**config.mk**
```make
export PLATFORM = sky130hd
export DESIGN_NAME = spi_clk_div
export DESIGN_NICKNAME = d
export VERILOG_FILES = /design/src/rtl/spi_div_pkg.sv /design/src/rtl/spi_div_ratio.sv /design/src/rtl/spi_div_phase.sv /design/src/rtl/spi_clk_div.sv
export SDC_FILE = /design/constraint.sdc
export NUM_CORES = 1
export LEC_CHECK = 0
export BUFFER_PORTS_ARGS = -buffer_cell sky130_fd_sc_hd__buf_2
export CORE_MARGIN = 3
export CORE_UTILIZATION = 45
export CTS_BUF_LIST = sky130_fd_sc_hd__clkbuf_2
export CTS_CLUSTER_DIAMETER = 120
export DETAILED_ROUTE_END_ITERATION = 10
export RECOVER_POWER = 100
export SYNTH_ARGS = -nofsm -noshare
export SYNTH_HDL_FRONTEND = slang
export SYNTH_SLANG_ARGS = --single-unit
```
**constraint.sdc**
```tcl
create_clock -name clk_i -period 4.8 [get_ports clk_i]
set_clock_uncertainty 0.15 [all_clocks]
set_input_delay 0.72 -clock clk_i [delete_from_list [all_inputs] [get_ports clk_i]]
set_output_delay 0.72 -clock clk_i [all_outputs]
set_load 0.05 [all_outputs]
```
**src/rtl/spi_div_pkg.sv**
```systemverilog
package spi_div_pkg;
  typedef enum logic [1:0] {
    DIV_TWO_STAGE = 2'd0,
    DIV_RATE      = 2'd1,
    DIV_TABLE     = 2'd2,
    DIV_NONE      = 2'd3
  } div_mode_e;

  localparam int unsigned TBL_LAST  = 18;
  localparam int unsigned RATE_LAST = 6;
  localparam int unsigned TBL_MIN_W = 11;
endpackage

```
**src/rtl/spi_div_ratio.sv**
```systemverilog
module spi_div_ratio
  import spi_div_pkg::*;
#(
  parameter int PRE_W   = 4,
  parameter int POST_W  = 4,
  parameter int SEL_W   = 8,
  parameter int CODE_W  = 3,
  parameter int RATIO_W = 20
) (
  input  logic [1:0]                     mode_i,
  input  logic [PRE_W+POST_W+SEL_W-1:0]  cfg_i,
  input  logic                           odd3_en_i,
  output logic [RATIO_W-1:0]             ratio_o,
  output logic                           ok_o
);
  localparam int CFG_W = PRE_W + POST_W + SEL_W;

  logic [PRE_W-1:0]   pre;
  logic [POST_W-1:0]  post;
  logic [SEL_W-1:0]   sel;
  logic [CODE_W-1:0]  code;
  logic [SEL_W-1:0]   k;
  logic [RATIO_W-1:0] two_r, rate_r, tbl_r;

  assign pre  = cfg_i[CFG_W-1 -: PRE_W];
  assign post = cfg_i[SEL_W +: POST_W];
  assign sel  = cfg_i[SEL_W-1:0];
  assign code = sel[CODE_W-1:0];

  always_comb begin
    two_r  = (RATIO_W'(pre) + RATIO_W'(1)) << post;
    rate_r = RATIO_W'(4) << code;
    // table entries from index 2 alternate 4*2^j and 6*2^j
    k      = sel - SEL_W'(2);
    tbl_r  = (k[0] ? RATIO_W'(6) : RATIO_W'(4)) << k[SEL_W-1:1];
    ratio_o = '0;
    ok_o    = 1'b0;
    case (div_mode_e'(mode_i))
      DIV_TWO_STAGE: begin
        ratio_o = two_r;
        ok_o    = (two_r >= RATIO_W'(2));
      end
      DIV_RATE: begin
        ratio_o = rate_r;
        ok_o    = (code <= CODE_W'(RATE_LAST));
      end
      DIV_TABLE: begin
        if (sel == SEL_W'(1)) begin
          ratio_o = RATIO_W'(3);
          ok_o    = odd3_en_i;
        end else begin
          ratio_o = tbl_r;
          ok_o    = (sel >= SEL_W'(2)) && (sel <= SEL_W'(TBL_LAST));
        end
      end
      default: begin
        ratio_o = '0;
        ok_o    = 1'b0;
      end
    endcase
  end
endmodule

```
**src/rtl/spi_div_phase.sv**
```systemverilog
module spi_div_phase #(
  parameter int RATIO_W = 20
) (
  input  logic               clk_i,
  input  logic               rst_ni,
  input  logic               run_i,
  input  logic               pol_i,
  input  logic               ok_i,
  input  logic [RATIO_W-1:0] ratio_i,
  output logic               sclk_o,
  output logic               tick_o
);
  logic               busy_q, sclk_q, pol_q;
  logic [RATIO_W-1:0] ratio_q, cnt_q, half_len;
  logic               last, stop_now, bound;

  always_comb begin
    // high phase takes the floor half
    half_len = sclk_q ? (ratio_q >> 1) : (ratio_q - (ratio_q >> 1));
    last     = busy_q && (cnt_q == half_len - RATIO_W'(1));
    stop_now = busy_q && !run_i && (sclk_q == pol_q);
    bound    = last && !stop_now && (sclk_q != pol_q);
  end

  always_ff @(posedge clk_i or negedge rst_ni) begin
    if (!rst_ni) begin
      busy_q  <= 1'b0;
      sclk_q  <= 1'b0;
      pol_q   <= 1'b0;
      ratio_q <= '0;
      cnt_q   <= '0;
    end else if (!busy_q) begin
      sclk_q <= pol_i;
      pol_q  <= pol_i;
      cnt_q  <= '0;
      if (run_i && ok_i) begin
        busy_q  <= 1'b1;
        ratio_q <= ratio_i;
      end
    end else if (stop_now) begin
      busy_q <= 1'b0;
      cnt_q  <= '0;
    end else if (last) begin
      sclk_q <= ~sclk_q;
      cnt_q  <= '0;
      if (bound) begin
        if (run_i && ok_i) ratio_q <= ratio_i;
        else               busy_q  <= 1'b0;
      end
    end else begin
      cnt_q <= cnt_q + RATIO_W'(1);
    end
  end

  assign sclk_o = sclk_q;
  assign tick_o = last && !stop_now;


  tick_toggle_chk: assert property (@(posedge clk_i) disable iff (!rst_ni)
    tick_o |=> (sclk_o != $past(sclk_o)));

  toggle_tick_chk: assert property (@(posedge clk_i) disable iff (!rst_ni)
    ($past(busy_q) && (sclk_o != $past(sclk_o))) |-> $past(tick_o));

  no_overflow_chk: assert property (@(posedge clk_i) disable iff (!rst_ni)
    busy_q |-> (cnt_q < half_len));

  ratio_hold_chk: assert property (@(posedge clk_i) disable iff (!rst_ni)
    (busy_q && $past(busy_q) && !$past(bound)) |-> (ratio_q == $past(ratio_q)));

  ratio_valid_chk: assert property (@(posedge clk_i) disable iff (!rst_ni)
    busy_q |-> (ratio_q >= RATIO_W'(2)));
endmodule

```
**src/rtl/spi_clk_div.sv**
```systemverilog
module spi_clk_div
  import spi_div_pkg::*;
#(
  parameter int PRE_W  = 4,
  parameter int POST_W = 4,
  parameter int SEL_W  = 8,
  parameter int CODE_W = 3
) (
  input  logic                          clk_i,
  input  logic                          rst_ni,
  input  logic                          run_i,
  input  logic [1:0]                    mode_i,
  input  logic [PRE_W+POST_W+SEL_W-1:0] cfg_i,
  input  logic                          odd3_en_i,
  input  logic                          cpol_i,
  output logic                          sclk_o,
  output logic                          tick_o,
  output logic                          err_o
);
  localparam int TWO_W   = PRE_W + (1 << POST_W);
  localparam int RATIO_W = (TWO_W > int'(TBL_MIN_W)) ? TWO_W : int'(TBL_MIN_W);

  logic [RATIO_W-1:0] ratio;
  logic               ratio_ok;
  logic               err_q;

  spi_div_ratio #(
    .PRE_W(PRE_W), .POST_W(POST_W), .SEL_W(SEL_W), .CODE_W(CODE_W), .RATIO_W(RATIO_W)
  ) u_ratio (
    .mode_i   (mode_i),
    .cfg_i    (cfg_i),
    .odd3_en_i(odd3_en_i),
    .ratio_o  (ratio),
    .ok_o     (ratio_ok)
  );

  spi_div_phase #(.RATIO_W(RATIO_W)) u_phase (
    .clk_i  (clk_i),
    .rst_ni (rst_ni),
    .run_i  (run_i),
    .pol_i  (cpol_i),
    .ok_i   (ratio_ok),
    .ratio_i(ratio),
    .sclk_o (sclk_o),
    .tick_o (tick_o)
  );

  always_ff @(posedge clk_i or negedge rst_ni) begin
    if (!rst_ni) err_q <= 1'b0;
    else         err_q <= run_i && !ratio_ok;
  end

  assign err_o = err_q;


  err_idle_chk: assert property (@(posedge clk_i) disable iff (!rst_ni)
    (err_o && !$past(tick_o) && $past(sclk_o) == $past(cpol_i) && !tick_o
     && $past(err_o)) |-> (sclk_o == $past(sclk_o)));
endmodule

```
[Word level (Yosys, flattened, before mapping)]
Cells that the tools add are included.
Operators by class
  $lt $le $gt $ge: 4
  mux-type cells: 22
  $mul: 0
  bitwise operators: 1
  equal/unequal tests: 9
  shift operators: 3
  reduce and logical (&&, ||, !) cells: 14
  div/mod/pow operators: 0
  $add $sub $neg: 5
Operator list (number)
  two-way mux 20 bit: 10
  one-hot mux 20 bit (3 select lines): 1
  adder 20 x 1 -> 20 bit, second input constant: 1
  == test 20 bit: 1
  greater-or-equal comparator 20 x 2 -> 1 bit, second input constant: 1
  << shifter 20 x 4 -> 20 bit: 1
  << shifter 20 x 7 -> 20 bit: 1
  << shifter 3 x 3 -> 20 bit, first input constant: 1
  subtractor 20 x 1 -> 20 bit, second input constant: 1
  subtractor 20 x 19 -> 20 bit: 1
  two-way mux 1 bit: 9
  == test 8 x 1 -> 1 bit, second input constant: 1
  greater-or-equal comparator 8 x 2 -> 1 bit, second input constant: 1
  less-or-equal comparator 8 x 5 -> 1 bit, second input constant: 1
  logical AND 1 bit: 8
  subtractor 8 x 2 -> 8 bit, second input constant: 1
  != test 2 bit, second input constant: 3
  adder 4 x 1 -> 5 bit, second input constant: 1
  less-or-equal comparator 3 bit, second input constant: 1
  logical NOT 1 bit: 3
  one-hot mux 1 bit (3 select lines): 1
  AND reduction 3 bit: 1
  == test 2 x 1 -> 1 bit, second input constant: 1
  == test 2 bit, second input constant: 1
  6 further kinds: 6
Storage, ports and cells
  RAM bits: 0
  output and inout port bits: 3
  input port bits: 23
  bits in read-only memories: 0
  register bits: 44
  bits in latches: 0
  memories kept: 0

[Longest topological paths before layout]
  depth after elaboration: 11
  depth in mapped cells: 17
  mapped depth without buffers: 15

[Hierarchy]
Synthesis repeated with hierarchy kept, for this count alone.
Second synthesis, totals
  cells, all modules: 824
  area total of the unflattened synthesis: 6207.2 µm²
By module, submodules not included
  spi_div_phase: cells each 655, area each 5087.4 µm², sequential area each 1076.0 µm², times used 1
  spi_div_ratio: cells each 167, area each 1081.0 µm², sequential area each 0.0 µm², times used 1
  spi_clk_div: cells each 2, area each 38.8 µm², sequential area each 25.0 µm², times used 1

[Worst setup path before layout]
No wires, ideal clock.
  path type: register -> output
  from: register u_phase.ratio_q[1]
  to: output tick_o
  cell stages (with the launch flop): 15
  arrival: 4.265 ns
  required time: 3.930 ns
  slack: -0.335 ns
  path buffers: 1
  cell sequence: dfrtp_1 -> ha_1 -> fa_1 -> nand2b_1 -> a211oi_2 -> o211ai_1 -> a32o_1 -> o32a_1 -> or4b_1 -> buf_2 -> nor4_1 -> a211oi_2 -> a221oi_2 -> nand4_1 -> nor2_1
On the way
  cells in the longest elaborated chain, start to end: 6
RTL lines
  start, declared: RTL line spi_div_phase.sv:14  | logic [RATIO_W-1:0] ratio_q, cnt_q, half_len;
  start signal, assigned: RTL line spi_div_phase.sv:38  | ratio_q <= ratio_i;
  start signal, assigned: RTL line spi_div_phase.sv:47  | if (run_i && ok_i) ratio_q <= ratio_i;
  subtractor 20 x 19 -> 20 bit: RTL line spi_div_phase.sv:19  | half_len = sclk_q ? (ratio_q >> 1) : (ratio_q - (ratio_q >> 1));
  two-way mux 20 bit *: RTL line spi_div_phase.sv:19
  subtractor 20 x 1 -> 20 bit *: RTL line spi_div_phase.sv:20  | last = busy_q && (cnt_q == half_len - RATIO_W'(1));
  == test 20 bit *: RTL line spi_div_phase.sv:20
  logical AND 1 bit *: RTL line spi_div_phase.sv:20
  logical AND 1 bit *: RTL line spi_div_phase.sv:56  | assign tick_o = last && !stop_now;
  end, declared: RTL line spi_clk_div.sv:17  | output logic tick_o,
Mark *: on every way between the ends. The rest lies on a longest branch, timed or not.

[Final worst setup path]
  from: register u_phase.ratio_q[5]
  to: output tick_o
The elaborated chain is that of the path after synthesis.

==> impl_metrics.csv <==
group,metric,value,unit
finish,drive_gt1_share,17.83,%
synthesis,syn-num-nets,796,
drt,drtPass1Iterations,5,
synthesis,synthMostInstantiatedCell,"nor2_1",
status,status,"finished, violations left",
synthesis,postSynth.asyncResetShare,100.0,%
drt,drc,0,
timing,report.final.setup_viol,1,
synthesis,synth_edf_count,0,
finish,antenna_cells,0,
worst_hold_path,hold_path.startpoint,"cpol_i",
drt,totalWireLength,17.50,mm
job,maxCapViolCount,1,
timing,rsz0062_at_grt,"true",
finish,syn2layout_area_growth,17.83,%
timing,hold_ws,0.3199,ns
synthesis,synth.largest_area_cell,"dfrtp_1",
drt,initialDrtViolationCount,470,
placed_design,io_buffers,25,
power,p_leak,2.762,nW
global_routing,grt_antenna_before_repair,0,
timing,slew_headroom,-64.15,%
setup_path,slowest_delay,0.49,ns
timing,max_freq,0.1893,GHz
floorplanning,ios,26,
floorplanning,core,0.01166,sq mm
timing,worst_pin_slew,2.462,ns
placed_design,routabilityCongestion,0.9421,
global_routing,grt_pass1_wl,28.23,mm
power,peakVddDrop,490.1,uV
setup_path,crit_chain,"ha_1 -> a21oi_1 -> buf_4 -> nand2_1 -> o21ai_0 -> a211o_1 -> and2_1 -> o211ai_1 -> buf_4 -> nor3_4 -> nand3_2 -> a221oi_2 -> nand4_1 -> nor2_4 -> buf_6",
synthesis,netlist_area,0.005494,sq mm
setup_path,crit_path_start_kind,"flip-flop",
timing,fin_crit_sh,110.1,%
setup_path,cp_common_cell,"buf_4",
global_routing,grt_use_total,26.27,%
clocking,cts_sinks,44,
synthesis,yosysTopAreaCellShare,20.04,%
global_routing,grt_overflow_total,0,
drt,wl_per_cell,18.19,um
setup_path,path_class,"flip-flop to primary output",
synthesis,syn_avg_cell_area,7.355,sq um
clocking,ctsHoldBuffers,0,
synthesis,yosys-top-cells-area,"dfrtp_1 20%, ha_1 5.7%, nor2_1 5.5%, nand2_1 4.9%, a21oi_1 4.5%",
synthesis,synthCells,747,
setup_path,reg2reg_from,"u_phase.ratio_q[1]",
timing,finalCriticalPeriod,5.283,ns
floorplanning,die_area,0.01357,sq mm
synthesis,synth.distinct_cells,72,
setup_path,cp-startpoint,"u_phase.ratio_q[5]",
drt,via_count,5941,
setup_path,path_max_fanout,5,
worst_hold_path,min_path_type,"primary input to flip-flop",
setup_path,endpoint_kind,"primary output",
placed_design,post-place-ws,-0.2406,ns
floorplanning,num_rows,39,
synthesis,synth_seq_area_share,20.04,%
power,finalPower,0.004904,W
synthesis,synthFlopType,"dfrtp_1",
status,violations,"max-capacitance violations, max-slew violations, negative setup slack",
global_routing,grt_start_max_net_pins,45,
clocking,cts_tree,"yes",
setup_path,slowest_stage,"dfrtp_1",
timing,setup_ws,-0.4833,ns
synthesis,synthTopCellsByCount,"80 x nor2_1, 71 x nand2_1, 49 x a21oi_1",
drt,postRouteAntennaNets,0,
power,power.density,757.6,mW/mm^2
timing,hold_viol_final,0,
global_routing,grt_pass1_vias,5530,
floorplanning,die_height,116.5,um
setup_path,worstPathArrival,4.41,ns
clocking,cts.htree.levels,2,
clocking,clkSlewWorstSetupHoldPaths,0.24,ns
clocking,worstSkewPairLatency,0.49,ns
placed_design,dpl.hpwl,13.79,mm
timing,slew_violations,45,
synthesis,yosys_warnings,0,
floorplanning,die_w,116.5,um
floorplanning,start_util,47.11,%
clocking,clock_path_buffers,2,
drt,vias_per_cell,6.176,
synthesis,ys_ff_latch,44,
finish,fin_nets,867,
setup_path,crit_required,3.93,ns
clocking,cts_root_buf,"clkbuf_2",
clocking,numCtsBuffers,5,
==> state kept, by name (all words and copies together), names as in the netlist <==
name / count
u_phase.sclk_o: 1
u_phase.ratio_q: 20
u_phase.pol_q: 1
err_o: 1
u_phase.cnt_q: 20
u_phase.busy_q: 1
==> metrics by stage <==
stage | TNS (ns) | cell area (sq um) | util (%) | std cells
global route | -2.276 | 6474 | 55.51 | 962
floorplan | 0 | 5528 | - | 747
CTS | -0.4801 | 6405 | 54.92 | 958
detailed placement | -0.2406 | 6206 | 53.21 | 946
global placement | -0.1357 | 6206 | 53.21 | 946
finish | -0.4833 | 6474 | 55.51 | 962
==> where the power goes <==
part,internal [W],switching (W),total [W],leakage [nW]
sequential,0.000416,0.0000630,0.000479,0.602
clock,0.000192,0.000135,0.000327,0.0632
combinational,0.00179,0.00231,0.00410,2.10
total,0.00240,0.00251,0.00490,2.76
==> cells by family (layout without fill, tap and decap cells) <==
group,Yosys count,count (layout),share of synthesized area [%]
mux,30,30,6.172
compound gates,205,205,25.17
buf+inv,69,141,4.987
simple gates,321,321,29.26
fa+ha+maj,27,27,6.240
xor+xnor,51,51,8.130
flops,44,44,20.04
==> worst max-delay path: cells and delay by family (launching register included) <==
kind	cells	cell delay, ns
buffers and inverters	3	0.61
AOI/OAI and AO/OA	5	1.46
DFF	1	0.49
and+or+nand+nor	6	0.98
adders and majority gates	1	0.39
==> what timing repair did <==
item | in CTS | in global routing
setup endpoints to repair | 6 | 39
pin swaps | 14 | 4
resized for setup | 12 | 14
gates cloned | 0 | 2
setup buffers | 4 | 2
==> routing by layer <==
| layer | part of all wire, % | global-route usage (%) | vias up |
|---|---|---|---|
| met3 | 5.7 | 4.715 | 20 |
| met2 | 44 | 40.35 | 181 |
| met4 | 1.6 | 6.806 | 0 |
| li1 | - | - | 2907 |
| met1 | 49 | 38.05 | 2833 |
| met5 | 0 | 0 | - |
==> final timing paths <==
kind / cells past startpoint / slack (ns) / end
setup / recovery: 15 / -0.48 / tick_o
hold / removal: 3 / 0.32 / u_phase.pol_q
setup reg to reg: 16 / 0.06 / u_phase.ratio_q[19]
hold reg to reg: 1 / 0.43 / u_phase.cnt_q[0]
max in group asynchronous: 1 / 2.29 / u_phase.cnt_q[19]
min in group asynchronous: 1 / 0.81 / u_phase.ratio_q[9]
==> cell type report <==
| type | count | area [sq um] |
|---|---|---|
| inverter | 34 | 127.6 |
| multi-input combinational | 634 | 4228 |
| clock inverter | 3 | 90.09 |
| sequential | 44 | 1101 |
| timing repair buffer | 99 | 723.2 |
| fill | 1170 | 5189 |
| tap | 143 | 178.9 |
| clock buffer | 5 | 25.02 |
==> layout by cell type (no fill, tap or decap), types with 7 or more instances in the layout <==
| cell type | Yosys | layout |
|---|---|---|
| a211oi_1 | 11 | 8 |
| xnor2_1 | 26 | 26 |
| buf_4 | 1 | 68 |
| mux2i_1 | 20 | 20 |
| nor2_1 | 80 | 79 |
| mux2_4 | 7 | 7 |
| nand2_1 | 71 | 70 |
| dfrtp_1 | 44 | 44 |
| inv_1 | 33 | 33 |
| o21ai_0 | 30 | 29 |
| and3_1 | 14 | 14 |
| o211ai_1 | 14 | 14 |
| o22ai_1 | 15 | 15 |
| a21o_1 | 8 | 8 |
| ha_1 | 25 | 24 |
| a31oi_1 | 10 | 10 |
| nand2b_1 | 13 | 12 |
| xor2_1 | 25 | 25 |
| or3_1 | 11 | 11 |
| nand4_1 | 21 | 21 |
| nand3_1 | 31 | 30 |
| nor3_1 | 29 | 28 |
| o21a_1 | 8 | 8 |
| nor2b_1 | 10 | 10 |
| buf_2 | 3 | 20 |
| a21oi_1 | 49 | 46 |
Power figures use the tool's default switching activity.
